File: src/rtl/plc_pkg.sv
package plc_pkg;

    typedef logic [1:0] lvl_t;

    localparam lvl_t LVL_FLOOR = 2'd0;
    localparam lvl_t LVL_MID   = 2'd1;
    localparam lvl_t LVL_TOP   = 2'd2;

    typedef enum logic [2:0] {
        ST_STABLE,
        ST_UP_V,
        ST_UP_C,
        ST_DN_C,
        ST_DN_V,
        ST_FAULT
    } plc_state_t;

    // Checks that a three-entry operating table rises strictly.
    function automatic bit rising3(input int a, input int b, input int c);
        return (a < b) && (b < c);
    endfunction

endpackage

File: src/rtl/plc_target.sv
module plc_target
    import plc_pkg::*;
#(
    parameter int QW     = 8,
    parameter int THR_LO = 4,
    parameter int THR_HI = 12
) (
    input  logic [QW-1:0] occ,
    output lvl_t          tgt,
    output logic          empty
);
    localparam logic [QW-1:0] LO_Q = QW'(THR_LO);
    localparam logic [QW-1:0] HI_Q = QW'(THR_HI);

    always_comb begin
        if (occ >= HI_Q)      tgt = LVL_TOP;
        else if (occ >= LO_Q) tgt = LVL_MID;
        else                  tgt = LVL_FLOOR;
        empty = (occ == '0);
    end
endmodule

File: src/rtl/plc_hold.sv
module plc_hold #(
    parameter int HOLD_CYC = 8
) (
    input  logic clk,
    input  logic rst,
    input  logic below,
    output logic done
);
    localparam int HW = $clog2(HOLD_CYC + 1);

    logic [HW-1:0] cnt;

    always_ff @(posedge clk) begin
        if (rst || !below) cnt <= '0;
        else               cnt <= cnt + 1'b1;
    end

    assign done = below && (cnt == HW'(HOLD_CYC - 1));
endmodule

File: src/rtl/plc_timer.sv
module plc_timer #(
    parameter int ACK_LIMIT = 25
) (
    input  logic clk,
    input  logic rst,
    input  logic run,
    output logic expired
);
    localparam int TW = $clog2(ACK_LIMIT + 1);

    logic [TW-1:0] cnt;

    always_ff @(posedge clk) begin
        if (rst || !run) cnt <= '0;
        else             cnt <= cnt + 1'b1;
    end

    assign expired = run && (cnt == TW'(ACK_LIMIT - 1));
endmodule

File: src/rtl/perf_level_ctrl.sv
module perf_level_ctrl
    import plc_pkg::*;
#(
    parameter int QW        = 8,
    parameter int THR_LO    = 4,
    parameter int THR_HI    = 12,
    parameter int HOLD_CYC  = 8,
    parameter int ACK_LIMIT = 25,
    parameter int VOLT_MV0  = 700,
    parameter int VOLT_MV1  = 850,
    parameter int VOLT_MV2  = 1000,
    parameter int FREQ_MHZ0 = 125,
    parameter int FREQ_MHZ1 = 333,
    parameter int FREQ_MHZ2 = 500
) (
    input  logic          clk,
    input  logic          rst,
    input  logic [QW-1:0] q_occ,
    input  logic          ts_tick,
    input  logic          volt_ack,
    input  logic          clk_ack,
    output logic [1:0]    volt_sel,
    output logic          volt_req,
    output logic [1:0]    clk_sel,
    output logic          clk_req,
    output logic          lvl_stable,
    output logic          ack_err
);
    localparam bit TABLE_OK = rising3(VOLT_MV0, VOLT_MV1, VOLT_MV2)
                           && rising3(FREQ_MHZ0, FREQ_MHZ1, FREQ_MHZ2);

    generate
        if (!TABLE_OK) begin : g_bad_table
            $error("operating table must rise strictly in voltage and frequency");
        end
    endgenerate

    plc_state_t state;
    lvl_t       v_lvl, c_lvl, pend;
    lvl_t       tgt;
    logic       q_empty, below, hold_done, tick_idle, waiting, expired, err_q;

    plc_target #(.QW(QW), .THR_LO(THR_LO), .THR_HI(THR_HI)) u_tgt (
        .occ   (q_occ),
        .tgt   (tgt),
        .empty (q_empty)
    );

    assign tick_idle = (state == ST_STABLE) && ts_tick && q_empty && (c_lvl != LVL_FLOOR);
    assign below     = (state == ST_STABLE) && (tgt < c_lvl) && !tick_idle;

    plc_hold #(.HOLD_CYC(HOLD_CYC)) u_hold (
        .clk   (clk),
        .rst   (rst),
        .below (below),
        .done  (hold_done)
    );

    assign waiting = (state == ST_UP_V) || (state == ST_UP_C)
                  || (state == ST_DN_C) || (state == ST_DN_V);

    plc_timer #(.ACK_LIMIT(ACK_LIMIT)) u_tmr (
        .clk     (clk),
        .rst     (rst),
        .run     (waiting),
        .expired (expired)
    );

    always_ff @(posedge clk) begin
        if (rst) begin
            state <= ST_STABLE;
            v_lvl <= LVL_FLOOR;
            c_lvl <= LVL_FLOOR;
            pend  <= LVL_FLOOR;
            err_q <= 1'b0;
        end else begin
            case (state)
                ST_STABLE: begin
                    if (tgt > c_lvl) begin
                        state <= ST_UP_V;
                        v_lvl <= tgt;
                        pend  <= tgt;
                    end else if (tick_idle) begin
                        state <= ST_DN_C;
                        c_lvl <= LVL_FLOOR;
                        pend  <= LVL_FLOOR;
                    end else if (hold_done) begin
                        state <= ST_DN_C;
                        c_lvl <= tgt;
                        pend  <= tgt;
                    end
                end
                ST_UP_V: begin
                    if (volt_ack) begin
                        state <= ST_UP_C;
                        c_lvl <= pend;
                    end else if (expired) begin
                        state <= ST_FAULT;
                        err_q <= 1'b1;
                    end
                end
                ST_UP_C: begin
                    if (clk_ack) state <= ST_STABLE;
                    else if (expired) begin
                        state <= ST_FAULT;
                        err_q <= 1'b1;
                    end
                end
                ST_DN_C: begin
                    if (clk_ack) begin
                        state <= ST_DN_V;
                        v_lvl <= pend;
                    end else if (expired) begin
                        state <= ST_FAULT;
                        err_q <= 1'b1;
                    end
                end
                ST_DN_V: begin
                    if (volt_ack) state <= ST_STABLE;
                    else if (expired) begin
                        state <= ST_FAULT;
                        err_q <= 1'b1;
                    end
                end
                default: state <= ST_FAULT;
            endcase
        end
    end

    assign volt_sel   = v_lvl;
    assign clk_sel    = c_lvl;
    assign volt_req   = (state == ST_UP_V) || (state == ST_DN_V);
    assign clk_req    = (state == ST_UP_C) || (state == ST_DN_C);
    assign lvl_stable = (state == ST_STABLE);
    assign ack_err    = err_q;

endmodule

File: config.mk
export PLATFORM = sky130hd
export DESIGN_NAME = perf_level_ctrl
export DESIGN_NICKNAME = d
export VERILOG_FILES = /design/src/rtl/plc_pkg.sv /design/src/rtl/plc_target.sv /design/src/rtl/plc_hold.sv /design/src/rtl/plc_timer.sv /design/src/rtl/perf_level_ctrl.sv
export SDC_FILE = /design/constraint.sdc
export NUM_CORES = 1
export LEC_CHECK = 0
export BUFFER_PORTS_ARGS = -buffer_cell sky130_fd_sc_hd__buf_2
export CAP_MARGIN = 20
export CORE_ASPECT_RATIO = 1.1
export CORE_UTILIZATION = 40
export CTS_BUF_LIST = sky130_fd_sc_hd__clkbuf_4
export DETAILED_ROUTE_END_ITERATION = 12
export RECOVER_POWER = 50
export SETUP_SLACK_MARGIN = 0.2
export SLEW_MARGIN = 20
export SYNTH_ARGS = -nofsm -noshare
export SYNTH_HDL_FRONTEND = slang
export SYNTH_SLANG_ARGS = --single-unit
File: constraint.sdc
create_clock -name clk -period 5.05 [get_ports clk]
set_clock_uncertainty 0.15 [all_clocks]
set_input_delay 0.7575 -clock clk [delete_from_list [all_inputs] [get_ports clk]]
set_output_delay 0.7575 -clock clk [all_outputs]
set_load 0.02 [all_outputs]
== Yosys cells after proc, flatten, opt, wreduce, memory -nomap -nowiden ==
Cells that the tools add are included.

* Word-level logic and storage cells: 81
* Bits of input ports: 13
* Output and inout bits: 8
* Flip-flop bits (word level): 19

* Reduce and logical (&&, ||, !) cells: 30
* Muxes and demuxes: 24
* $lt $le $gt $ge: 4
* Eq/ne operators: 14
* Add/subtract/negate cells: 2

{| class="wikitable"
|+ Operators with widths
! kind !! count
|-
| $mux W3 || 8
|-
| $mux W2 || 8
|-
| $pmux W3 S5 || 1
|-
| $ne A2 B2 Y1 const B || 5
|-
| $ge A8 B3 Y1 const B || 1
|-
| $ge A8 B4 Y1 const B || 1
|-
| $logic_not A8 Y1 || 1
|-
| $pmux W2 S2 || 2
|-
| $reduce_bool A2 Y1 || 4
|-
| $logic_and A1 B1 Y1 || 7
|-
| $logic_or A1 B1 Y1 || 7
|-
| $eq A3 B2 Y1 const B || 2
|-
| $reduce_and A3 Y1 || 2
|-
| $add A5 B1 Y5 const B || 1
|-
| $eq A5 B5 Y1 const B || 1
|-
| $add A4 B1 Y4 const B || 1
|-
| $eq A4 B3 Y1 const B || 1
|-
| $mux W1 || 4
|-
| $ne A4 B1 Y1 const B || 1
|-
| $reduce_and A4 Y1 || 1
|-
| $reduce_or A2 Y1 || 2
|-
| $eq A3 B1 Y1 const B || 1
|-
| $eq A3 B3 Y1 const B || 1
|-
| $logic_not A1 Y1 || 3
|-
| 8 further kinds || 8
|}

== Logic depth before layout (Yosys ltp) ==
* Depth after elaboration: 11
* Depth in mapped cells: 8
* Depth with buffers taken out: 8

== Hierarchy ==
A second synthesis with hierarchy kept.

* Cells, all modules: 135
* Area, all modules: 1134.8 um2

{| class="wikitable"
|+ By module, submodules not included
! module !! times used !! area each (um2) !! seq. area each (um2) !! cells an instance
|-
| perf_level_ctrl || 1 || 690.7 || 200.2 || 88
|-
| plc_timer || 1 || 236.5 || 100.1 || 25
|-
| plc_hold || 1 || 165.2 || 80.1 || 16
|-
| plc_target || 1 || 42.5 || 0.0 || 6
|}

== Worst setup path after synthesis ==
OpenSTA, ideal clock, no wires.

* Path kind: input-to-reg
* Start point: input port q_occ[7]
* End point: register v_lvl[0] (netlist: volt_sel[0])
* Library setup time: 0.121 ns
* Stages on the path: 8
* Data arrival time: 2.528 ns
* Slack: 2.251 ns
* Required time: 4.779 ns
* Buffers on the path: 0
* Path through: nor4_4 -> and2_2 -> inv_1 -> ha_1 -> nor2b_1 -> o2111ai_1 -> a21oi_1 -> mux2_2

* Longest elaborated chain between the ends: 6

{| class="wikitable"
|+ RTL lines
! element !! line !! RTL
|-
| start: declaration || perf_level_ctrl.sv:18 || <nowiki>input logic [QW-1:0] q_occ,</nowiki>
|-
| $ge A8 B3 Y1 || plc_target.sv:17 || <nowiki>else if (occ >= LO_Q) tgt = LVL_MID;</nowiki>
|-
| $mux W1 || plc_target.sv:17 ||
|-
| $mux W2 * || plc_target.sv:16 || <nowiki>if (occ >= HI_Q) tgt = LVL_TOP;</nowiki>
|-
| $gt A2 B2 Y1 || perf_level_ctrl.sv:79 || <nowiki>if (tgt > c_lvl) begin</nowiki>
|-
| $ne A2 B1 Y1 (no source line) || -- ||
|-
| $reduce_and A3 Y1 (no source line) || -- ||
|-
| end signal: assignment || perf_level_ctrl.sv:81 || <nowiki>v_lvl <= tgt;</nowiki>
|-
| end signal: assignment || perf_level_ctrl.sv:112 || <nowiki>v_lvl <= pend;</nowiki>
|-
| end: declaration || perf_level_ctrl.sv:39 || <nowiki>lvl_t v_lvl, c_lvl, pend;</nowiki>
|}

Mark *: on every way between the ends. The rest lies on a longest branch, timed or not. The select of a mux whose other input is x is not followed.
A chain may end at the register's enable or synchronous reset.

== Final worst setup path ==
* Start point: input port q_occ[7]
* End point: register pend[1]

* Longest elaborated chain between the ends: 9

{| class="wikitable"
|+ RTL lines
! element !! line !! RTL
|-
| $ge A8 B3 Y1 || plc_target.sv:17 ||
|-
| $mux W1 || plc_target.sv:17 ||
|-
| $mux W2 || plc_target.sv:16 ||
|-
| $lt A2 B2 Y1 || perf_level_ctrl.sv:50 || <nowiki>assign below = (state == ST_STABLE) && (tgt < c_lvl) && !tick_idle;</nowiki>
|-
| $logic_and A1 B1 Y1 (2 in series) || perf_level_ctrl.sv:50 ||
|-
| $logic_and A1 B1 Y1 || plc_hold.sv:18 || <nowiki>assign done = below && (cnt == HW'(HOLD_CYC - 1));</nowiki>
|-
| $reduce_bool A3 Y1 (no source line) || -- ||
|-
| $reduce_and A2 Y1 (no source line) || -- ||
|-
| end signal: assignment || perf_level_ctrl.sv:82 || <nowiki>pend <= tgt;</nowiki>
|-
| end signal: assignment || perf_level_ctrl.sv:90 || <nowiki>pend <= tgt;</nowiki>
|-
| end: declaration || perf_level_ctrl.sv:39 ||
|}

Several ways; a longest one is shown, not always the timed one. The select of a mux whose other input is x is not followed.

==> impl_metrics.yaml <==
worst_setup_path:
  slowest_stage: "nor4_4"
  cp.required_ns: 5.10
  start_kind: "primary input"
  path_cells: "buf_2 -> nor4_4 -> and2_2 -> inv_1 -> ha_1 -> nor2b_1 -> o21ai_0 -> a31oi_1 -> mux2_1"
  timing.rr.start: "clk_sel[1]"
  worst-setup-path-type: "primary input to flop"
  rr_endpoint: "pend[1]"
  worstPathMaxFanout: 5
  critPathTopFamily: "simple AND/OR/NAND/NOR gates"
  cp_num_buf_inv: 2
  r2r_setup_slack_ns: 3.01
  cp-end-kind: "flop"
  cp_slowest_stage_delay_ns: 0.36
  reg2regPathDepth: 6
  critPathArrivalTime_ns: 2.83
route:
  ant_nets: 0
  drc: 0
  avgRoutedWirePerCell_um: 12.47
  drt-total-wl_um: 2269
  viasPerCell: 5.231
  drtIter0Drc: 9
  drtPass1Iterations: 4
  via_count: 952
power_and_ir_drop:
  power_density_nw_per_um2: 422.5
  p_seq_share_pct: 39.1
  power_frac_clock_pct: 15.0
  ir_worst_vdd_mv: 0.2390
  p_switching_mw: 0.2314
  power_frac_comb_pct: 45.9
  p_leak_nw: 0.5097
  finalPower_mw: 0.5371
  sw_frac_of_total_pct: 43.08
  power.internal_mw: 0.3057
sta:
  tightest_slew_ns: 0.4351
  hold_violations: 0
  rsz0062_at_grt: "no"
  max_freq_ghz: 0.3589
  relSlewSlack_pct: 70.94
  setup_viol: 0
  drv_slew: 0
  period_share_pct: 55.17
  setup_tns_ns: 0
  final.min_clock_period_ns: 2.786
place:
  dp_hpwl_um: 1828
  gp_congestion: 0.8956
  dp.cells: 178
  placed_area_sq_um: 1249
  port_buffers: 20
cells_and_area:
  finish.cell_count_without_fillers: 182
  area_delta_synth_final_pct: 12.27
  finish.instance_area_sq_um: 1271
  drive_above_1_share_pct: 17.22
  final_util_pct: 49.06
  antenna_cells: 0
  num-nets-final: 170
global_route:
  grt_pass1_vias: 932
  grt_max_degree: 17
  antenna_found_initial: 0
  grt_pass1_wl_um: 3898
  grt.total_usage_pct: 17.41
  overflow: 0
die:
  die_w_um: 52.73
  start_util_pct: 43.70
  die-area_sq_um: 3048
  die_y_um: 57.80
  coreArea_sq_um: 2591
  ios: 21
  num_rows: 19
clock_tree:
  clk_latency_ns: 0.31
  postCtsSetupRepairBufs: 0
  clk_path_buf_depth: 2
  clk_pin_slew_ns: 0.12
  root_buffer: "clkbuf_4"
  cts_sinks: 19
  hold_buffers: 0
  ctsResizeCount: 0
  htreeDepth: 1
  cts_tree: "built"
  cts_buffers: 3
synthesis:
  ys.flop_type: "dfxtp_1"
  synth_top_area_share_pct: 33.59
  syn_inst: 132
  synth_nets: 150
  yosysSeqAreaShare_pct: 33.59
  yosysWarningCount: 0
  yosys-top-cells-area: "dfxtp_1 (34%), ha_1 (5.5%), nor2_1 (5.3%), nand3_1 (4.0%), nor2b_1 (3.9%)"
  synth_cell_type_count: 39
  syn_area_sq_um: 1132
  synth_edf_count: 0
  synth_seq_cells: 19
  syn_avg_cell_area_sq_um: 8.578
  async_flop_share_pct: 0
  post-synth-top-area-cell: "dfxtp_1"
status:
  outcome: "finished, final reports clean"
worst_hold_path:
  min_path_type: "flop to flop"
  hp-start: "u_hold.cnt[0]"
  holdPathEnd: "u_hold.cnt[0]"
  hold_depth: 1
flow_run:
  drv_cap: 0
## area by class of cell
cell class                      instances  area [sq um]
Clock inverter                          1         7.507
Clock buffer                            3         22.52
Timing Repair Buffer                   20         92.59
Sequential cell                        19         380.4
Fill cell                             274          1320
Inverter                               10         37.54
Tap cell                               31         38.79
Multi-Input combinational cell         98         691.9
## cell families after synthesis
family,synth area share (%)
DFF,33.59
muxes,5.746
xor gates and xnor gates,5.414
AOI/OAI and AO/OA,17.90
and+or+nand+nor,26.52
buffers and inverters,5.304
adders and majority gates,5.525
## worst reg2reg max path, cell delays in order, from the launching register on
cell and delay (ns):
dfxtp_1 0.41, inv_1 0.07, ha_1 0.32, nor2b_1 0.22, o21ai_0 0.14, a31oi_1 0.28, mux2_1 0.36
## routing by layer
layer / global-route usage (%) / vias up / routed length, um / part of all wire (%)
met5: 0 / - / 0 / 0
li1: - / 499 / - / -
met4: 8.271 / 0 / 30 / 1.3
met2: 30.20 / 10 / 1187 / 52
met1: 18.75 / 439 / 978 / 43
met3: 5.512 / 4 / 72 / 3.2
## cells in the mapped netlist, drive strengths merged, types with 2 or more instances
cell / number
inv: 10
nand3b: 3
nand2: 4
nand2b: 4
nor2b: 7
xnor2: 2
o21ai: 5
a211oi: 2
a31oi: 4
nor4: 2
and2: 2
mux2: 4
buf: 3
a21oi: 5
clkbuf: 2
o2111ai: 2
nand3: 9
mux2i: 2
ha: 5
a211o: 2
dfxtp: 19
nor2: 16
a21o: 2
xor2: 5
## power groups by stage
| stage | clock network [mW] | logic (mW) | registers (mW) |
|---|---|---|---|
| floorplan | 0 | 0.203 | 0.200 |
| global placement | 0 | 0.246 | 0.212 |
| detailed placement | 0 | 0.252 | 0.213 |
| CTS | 0.0830 | 0.253 | 0.210 |
| global route | 0.0899 | 0.280 | 0.214 |
| finish | 0.0806 | 0.247 | 0.210 |
## how the worst max path moves through the flow
stage,depth (start not counted),endpoint,slack [ns],start
3_5_place_dp,9,pend[1],1.95,q_occ[7]
5_1_grt,9,clk_sel[0],2.06,q_occ[7]
2_1_floorplan,8,volt_sel[0],2.25,q_occ[7]
3_3_place_gp,9,clk_sel[0],2.02,q_occ[7]
4_1_cts,9,pend[1],2.28,q_occ[7]
6_report,9,pend[1],2.26,q_occ[7]
## state kept, by name, summed over array words and instances (netlist names)
register,cells
volt_sel,2
pend,2
u_tmr.cnt,5
ack_err,1
state,3
u_hold.cnt,4
clk_sel,2
## metrics by stage
step | hold WS (ns) | setup WS (ns)
after floorplan | 0.2675 | 2.251
after global placement | 0.2865 | 2.021
after detailed placement | 0.2895 | 1.946
after CTS | 0.3095 | 2.282
after global routing | 0.3411 | 2.058
final | 0.3027 | 2.264
## layout by cell type (no fill, tap or decap), drive strengths merged, types with 3 or more instances in the layout
master and instances:
mux2 4, a21oi 5, nand2b 4, nand3 9
inv 10, o21ai 5, buf 14, nand2 4
xor2 5, nor2 16, ha 5, dfxtp 19
a31oi 4, clkbuf 9, nand3b 3, nor2b 7
(Power assumes the default switching activity.)
